**src/rtl/vote_pd_ctrl.sv**
```systemverilog
module vote_pd_ctrl #(
  parameter int NDOM        = 4,
  parameter int NREQ        = 2,
  parameter int STAB_CYCLES = 8,
  parameter int RIDW        = (NREQ > 1) ? $clog2(NREQ) : 1
) (
  input  logic            clk,
  input  logic            rst_n,
  input  logic            bus_wr,
  input  logic [2:0]      bus_addr,
  input  logic [NDOM-1:0] bus_wdata,
  input  logic [RIDW-1:0] bus_rid,
  output logic [NDOM-1:0] bus_rdata,
  output logic [NDOM-1:0] pwr_en,
  input  logic [NDOM-1:0] pwr_ack
);
  localparam logic [2:0] W_SET  = 3'd0;
  localparam logic [2:0] W_CLR  = 3'd1;
  localparam logic [2:0] W_DONE = 3'd2;
  localparam logic [2:0] W_EN   = 3'd3;
  localparam logic [2:0] W_SSTA = 3'd4;
  localparam logic [2:0] W_CSTA = 3'd5;
  localparam int CW = $clog2(STAB_CYCLES + 1);

  typedef enum logic [2:0] {
    S_IDLE, S_ON_ACC, S_ON_RUN, S_OFF_ACC, S_OFF_STAB, S_OFF_RUN
  } seq_t;

  logic [NDOM-1:0] vote [NREQ];
  logic [NDOM-1:0] en_v, done_v, ssta_v, csta_v, set_rd, clr_rd;
  logic [NDOM-1:0] set_hit, clr_hit;

  assign set_hit = (bus_wr && bus_addr == W_SET) ? (bus_wdata & done_v) : '0;
  assign clr_hit = (bus_wr && bus_addr == W_CLR) ? (bus_wdata & done_v) : '0;

  for (genvar r = 0; r < NREQ; r++) begin : g_req
    always_ff @(posedge clk or negedge rst_n) begin
      if (!rst_n)
        vote[r] <= '0;
      else if (bus_rid == RIDW'(r))
        vote[r] <= (vote[r] | set_hit) & ~clr_hit;
    end
  end

  always_comb begin
    en_v = '0;
    for (int r = 0; r < NREQ; r++) en_v = en_v | vote[r];
  end

  assign pwr_en = en_v;

  for (genvar d = 0; d < NDOM; d++) begin : g_dom
    seq_t          st;
    logic [CW-1:0] cnt;

    always_ff @(posedge clk or negedge rst_n) begin
      if (!rst_n) begin
        st  <= S_IDLE;
        cnt <= '0;
      end else begin
        case (st)
          S_IDLE:    if (set_hit[d]) st <= S_ON_ACC;
                     else if (clr_hit[d]) st <= S_OFF_ACC;
          S_ON_ACC:  st <= S_ON_RUN;
          S_ON_RUN:  if (pwr_ack[d] == en_v[d]) st <= S_IDLE;
          S_OFF_ACC: begin
            st  <= S_OFF_STAB;
            cnt <= '0;
          end
          S_OFF_STAB: if (cnt == CW'(STAB_CYCLES - 1)) st <= S_OFF_RUN;
                      else cnt <= cnt + 1'b1;
          S_OFF_RUN: if (pwr_ack[d] == en_v[d]) st <= S_IDLE;
          default:   st <= S_IDLE;
        endcase
      end
    end

    assign done_v[d] = (st == S_IDLE);
    assign ssta_v[d] = (st == S_ON_ACC) || (st == S_ON_RUN);
    assign csta_v[d] = (st == S_OFF_ACC) || (st == S_OFF_STAB) || (st == S_OFF_RUN);
    assign set_rd[d] = (st != S_ON_ACC);
    assign clr_rd[d] = (st == S_OFF_ACC);
  end

  always_comb begin
    case (bus_addr)
      W_SET:   bus_rdata = set_rd;
      W_CLR:   bus_rdata = clr_rd;
      W_DONE:  bus_rdata = done_v;
      W_EN:    bus_rdata = en_v;
      W_SSTA:  bus_rdata = ssta_v;
      W_CSTA:  bus_rdata = csta_v;
      default: bus_rdata = '0;
    endcase
  end
endmodule

```
**config.mk**
```make
export PLATFORM = sky130hd
export DESIGN_NAME = vote_pd_ctrl
export DESIGN_NICKNAME = d
export VERILOG_FILES = /design/src/rtl/vote_pd_ctrl.sv
export SDC_FILE = /design/constraint.sdc
export NUM_CORES = 1
export LEC_CHECK = 0
export BUFFER_PORTS_ARGS = -buffer_cell sky130_fd_sc_hd__buf_2
export CAP_MARGIN = 20
export CORE_UTILIZATION = 50
export CTS_CLUSTER_DIAMETER = 120
export DETAILED_ROUTE_END_ITERATION = 16
export PLACE_DENSITY = 0.69
export SLEW_MARGIN = 15
export SYNTH_ARGS = -nofsm -noshare
export SYNTH_HDL_FRONTEND = slang
export SYNTH_SLANG_ARGS = --single-unit
```
**constraint.sdc**
```tcl
create_clock -name clk -period 3.95 [get_ports clk]
set_clock_uncertainty 0.2 [all_clocks]
set_input_delay 0.1975 -clock clk [delete_from_list [all_inputs] [get_ports clk]]
set_output_delay 0.1975 -clock clk [all_outputs]
set_load 0.02 [all_outputs]
```
==> results of run 1 <==
-- layout by cell type (no fill, tap or decap), types with 2 or more instances in the layout --
cell type and n:
o221a_2 2, dfrtp_1 36, a31oi_1 6, dlygate4sd3_1 2
a41o_1 2, xnor2_1 8, o21bai_1 2, nand4_1 4
nand3b_1 4, clkinv_2 2, nor2_1 15, nand2b_1 4
or3_1 5, ha_1 4, a21oi_1 14, a21boi_0 2
mux2_1 2, nand2_1 21, clkbuf_8 6, nor3b_1 2
xor2_1 2, o21ai_0 23, or2_2 2, nor3_1 5
o22ai_1 4, inv_1 15, buf_2 22, a2bb2oi_1 2
nand3_1 17, mux2_2 2, and3_1 3, o21a_1 2
-- worst min-delay path: cells and delay by family --
| family | cells | cell delay (ns) |
|---|---|---|
| AO/OA/AOI/OAI | 1 | 0.08 |
| buffers and inverters | 1 | 0.12 |
| AND/OR/NAND/NOR | 1 | 0.06 |
-- flip-flops by register name (all words and copies together) (netlist names) --
name and count:
g_dom.cnt 16, g_dom.st 12, vote 8
-- stage by stage --
stage                     cells  utilization [%]  area [µm²]  worst slack (ns)  hold slack [ns]
after floorplan             251                -        2270              2.08           -0.298
after global placement      309             54.0        2350              2.07            0.140
after detailed placement    309             54.0        2350              2.02            0.134
after CTS                   319             56.6        2460              1.77          0.00661
after global routing        319             56.6        2460              1.65           0.0249
final                       319             56.6        2460              1.75          0.00906
-- per-layer routing --
metal | part of all wire, % | global-route usage, % | vias to the layer above
li1 | - | - | 937
met1 | 49 | 30.3 | 898
met2 | 47 | 32.9 | 24
met3 | 2.9 | 4.94 | 7
met4 | 0.98 | 5.44 | 0
met5 | 0 | 0 | -
-- kinds of logic (layout without fill, tap and decap cells) --
kind of cell,Yosys count,after routing,share of synthesized area [%]
AND/OR/NAND/NOR,93,93,23.2
AO/OA/AOI/OAI,71,71,21.2
flip-flops,36,36,39.6
buffers and inverters,31,47,6.82
XOR/XNOR,10,10,3.85
multiplexers,6,6,3.08
adder cells (fa/ha/maj),4,4,2.20
-- what timing repair did --
item                      CTS  global route
hold endpoints to repair   37             0
hold buffers                2             0
buffers inserted            0             0
-- power by group --
| part | internal [µW] | switching, µW |
|---|---|---|
| Clock | 139 | 134 |
| Sequential | 513 | 207 |
| Combinational | 328 | 384 |
-- final cells by class --
type	count	area, µm²
Fill cell	392	1890
Multi-Input combinational cell	184	1220
Sequential cell	36	901
Timing Repair Buffer	24	130
Clock buffer	6	82.6
Tap cell	52	65.1
Inverter	15	56.3
Clock inverter	2	10.0
-- worst max path at each step --
stage          cells past startpoint  slack [ns]           end      startpoint
2_1_floorplan                      5        2.08  bus_rdata[1]  g_dom[1].st[0]
3_3_place_gp                       5        2.07       vote[5]     bus_addr[1]
3_5_place_dp                       5        2.02       vote[5]     bus_addr[1]
4_1_cts                            5        1.77  bus_rdata[0]  g_dom[0].st[1]
5_1_grt                            5        1.65  bus_rdata[0]  g_dom[0].st[1]
6_report                           5        1.75  bus_rdata[0]  g_dom[0].st[1]
==> results.yml, run 1 <==
run_status:
  status: "finished, final reports clean"
setup_path:
  cp.required_ns: 3.55
  r2r_cells: 3
  timing.rr.end: "vote[7]"
  worstSetupStartpointType: "flip-flop"
  cp_cell_sequence: "nand2_1, a2bb2oi_1, o221a_2, o22ai_1, buf_2"
  crit_fanout: 8
  critical_path_arrival_ns: 1.80
  cp_slowest_stage_delay_ns: 0.53
  path_buf_inv: 1
  reg2reg_slack_ns: 2.18
  cp-end-kind: "primary output"
  cp_top_family: "compound AO/OA/AOI/OAI gates"
  path_class: "reg2out"
  cpMaxStageDelayCell: "dfrtp_1"
  timing.rr.start: "g_dom[3].st[2]"
logic_synthesis:
  synth_edf_count: 0
  yosysMostFrequentCell: "dfrtp_1"
  syn_avg_cell_area_um2: 9.06
  ys_types: 58
  synth_ff_type: "dfrtp_1"
  synth_top_area_cell: "dfrtp_1"
  synth_common_cells: "dfrtp_1, o21ai_0, nand2_1"
  synthDominantCellAreaShare_pct: 39.6
  synth_seq_area_share_pct: 39.6
  netlist_area_mm2: 0.00227
  ys_warn_count: 0
  ys_async_sr_fraction_pct: 100
  syn-num-nets: 270
  synth-seq-cells: 36
  yosys-top-cells-area: "dfrtp_1, o21ai_0, nand3_1, nand2_1, a21oi_1"
  netlist_instances: 251
detailed_routing:
  drt_iter0_drc: 77
  wire_per_inst_um: 14.7
  drt_wl_total_mm: 4.68
  ant_nets: 0
  detail_route.vias_per_cell: 5.85
  drcViolationCount: 0
  drtPass1Iterations: 4
  num_vias: 1866
die:
  die_h_um: 69.4
  die_w_um: 69.4
  ios: 23
  die_area_mm2: 0.00482
  placementRows: 24
  core_mm2: 0.00435
  start_util_pct: 52.2
power:
  power_density_mw_per_mm2: 693
  peakVddDrop_mv: 0.320
  p_leak_uw: 0.00109
  fin_total_pwr_uw: 1710
sta:
  slew_violations: 0
  setup_tns_ns: 0
  finalSetupViolations: 0
  finalWorstPathRequiredPeriod_ns: 2.20
  rsz0062_at_grt: "false"
  maxClockFrequency_mhz: 454
  hold_viol: 0
  tightestPinTransition_ns: 0.798
  period_share_pct: 55.7
  relSlewSlack_pct: 46.8
clocking:
  max-clock-path-buffers: 2
  clkTransAtPathRegs_ns: 0.08
  root_buffer: "clkbuf_8"
  cts_resized: 0
  ctsHtreeMaxLevel: 2
  cts_tree: "yes"
  clkSinkCount: 36
  clk_latency_ns: 0.29
  numCtsBuffers: 5
global_route:
  grtUsageTotal_pct: 21.4
  grt_max_degree: 37
  grt_first_pass_wirelength_mm: 8.25
  grt_pass1_vias: 1724
  antenna_found_initial: 0
  overflow: 0
layout:
  diodes: 0
  syn2layout_area_growth_pct: 8.31
  drive_gt1_share_pct: 17.2
  nets: 285
place:
  place.gp.congestion: 0.787
  port_buffers: 22
  dpl.hpwl_mm: 3.32
hold_path:
  min_path_type: "in2reg"
  whs_endpoint: "g_dom[3].st[0]"
  min_from: "bus_wdata[3]"
  holdPathStages: 3
run:
  drv_cap: 0
(Power assumes the default switching activity.)
==> run 2: changes to the inputs <==
PLACE_DENSITY = 0.72   (was 0.69)
clock period = 1.78 ns   (was 3.95 ns; I/O delays follow)
==> results.yml, run 2 (synthesized netlist as in run 1, its figures left out) <==
sta:
  tightestPinTransition_ns: 0.426
  rsz0062_at_grt: "true"
  period_share_pct: 102
  setup_tns_ns: -0.0528
  timing.final.ws_setup_ns: -0.0365
  finalWorstPathRequiredPeriod_ns: 1.82
  slew_violations: 0
  hold_viol: 0
  relSlewSlack_pct: 71.6
  finalSetupViolations: 3
  whs_ns: 0.00777
  maxClockFrequency_mhz: 551
global_route:
  grt_first_pass_wirelength_mm: 9.03
  antenna_found_initial: 0
  grt_max_degree: 19
  overflow: 0
  grtUsageTotal_pct: 23.6
  grt_pass1_vias: 1980
clocking:
  max-clock-path-buffers: 2
  root_buffer: "clkbuf_8"
  numCtsBuffers: 5
  clkTransAtPathRegs_ns: 0.07
  cts_tree: "yes"
  ctsHtreeMaxLevel: 2
  clkSinkCount: 36
  clk_latency_ns: 0.29
run:
  drv_cap: 0
setup_path:
  worstSetupStartpointType: "flip-flop"
  cpMaxStageDelayCell: "dfrtp_2"
  cp_cell_sequence: "nor2_4, a2bb2oi_1, o221a_2, o22ai_2, buf_6"
  path_class: "reg2out"
  cp-end-kind: "primary output"
  critical_path_arrival_ns: 1.53
  cp.required_ns: 1.49
  cp_top_family: "compound AO/OA/AOI/OAI gates"
  crit_fanout: 6
  path_buf_inv: 1
  cp_slowest_stage_delay_ns: 0.48
power:
  fin_total_pwr_uw: 4460
  peakVddDrop_mv: 0.685
  power_density_mw_per_mm2: 1520
  p_leak_uw: 0.00132
die:
  placementRows: 24
  start_util_pct: 52.2
  ios: 23
  die_area_mm2: 0.00482
  die_h_um: 69.4
  core_mm2: 0.00435
  die_w_um: 69.4
layout:
  multi_input_area_mm2: 0.00130
  drive_gt1_share_pct: 34.5
  syn2layout_area_growth_pct: 29.3
  fillCellCount: 348
  seqCellArea_um2: 913
  final_cell_mix: "buf_4, dfrtp_1, nand2_1, buf_2"
  stdcell_area_mm2: 0.00294
  diodes: 0
  nets: 328
  regMostFlops: "g_dom.cnt"
  final_common_cell: "buf_4"
  largestRegisters: "g_dom.cnt (16), g_dom.st (12), vote (8)"
  largest_register_ffs: 16
  final_util_pct: 67.5
place:
  port_buffers: 22
  dpl.hpwl_mm: 3.56
  postPlaceCellArea_mm2: 0.00247
  place.gp.congestion: 0.755
detailed_routing:
  wire_per_inst_um: 14.6
  ant_nets: 0
  m1WireLength_mm: 2.41
  drtPass1Iterations: 4
  drt_iter0_drc: 139
  wl_met2_mm: 2.61
  detail_route.vias_per_cell: 5.63
  wl_met3_um: 172
  drt_wl_total_mm: 5.29
  top_layer: "met4"
  drcViolationCount: 0
  num_vias: 2039
hold_path:
  min_path_type: "in2reg"
run_status:
  violations: "negative setup slack"
  status: "finished with violations"
run 2: changes by cell type in the layout (fill, tap and decap cells not counted), sizes merged:
cell,before,now
dlygate4sd3,2,9
clkinv,2,1
bufinv,0,1
buf,22,58
run 2: final timing paths:
| path | from | end | slack, ns | cells past startpoint |
|---|---|---|---|---|
| min in group asynchronous | rst_n | g_dom[2].cnt[3] | 0.06 | 2 |
| max | g_dom[0].st[0] | bus_rdata[0] | -0.04 | 5 |
| min reg2reg | vote[3] | vote[3] | 0.29 | 2 |
| max reg2reg | g_dom[3].st[0] | vote[7] | 0.10 | 4 |
| min | pwr_ack[2] | g_dom[2].st[1] | 0.008 | 3 |
| max in group asynchronous | rst_n | g_dom[3].st[1] | 0.79 | 3 |
run 2: power by group:
group / switching [µW] / internal [µW]
clock: 301 / 416
combinational: 1100 / 1100
sequential: 379 / 1160
run 2: cell type report:
class | count | area share (%)
inverter | 15 | 1.91
tap | 52 | 2.21
clock buffer | 6 | 2.47
clock inverter | 2 | 1.19
multi-input combinational | 184 | 44.3
sequential | 36 | 31.1
timing repair buffer | 67 | 16.9
run 2: per-layer routing:
metal	track usage, %	vias up
li1	-	1019
met1	29.7	970
met2	39.9	41
met3	4.80	9
met4	8.39	0
met5	0	-
run 2: timing repair:
item / 4_1_cts / 5_1_grt
endpoints found under the hold margin: 46 / 0
setup endpoints to repair: 4 / 8
buffers inserted: 18 / 2
hold buffers: 9 / 0
pin swaps: 8 / 6
resized for setup: 28 / 13
run 2: through the flow:
stage	cells	setup WS, ns
6_report	362	-0.0365
4_1_cts	360	-0.0466
3_3_place_gp	325	0.0862
3_5_place_dp	325	0.0727
5_1_grt	362	-0.108
2_1_floorplan	251	0.0202
run 2: worst reg2reg max path, stage by stage (launching register included):
cell and delay, ns:
dfrtp_2 0.48, buf_6 0.15, nor4b_2 0.32, nand2_1 0.10
mux2_1 0.32
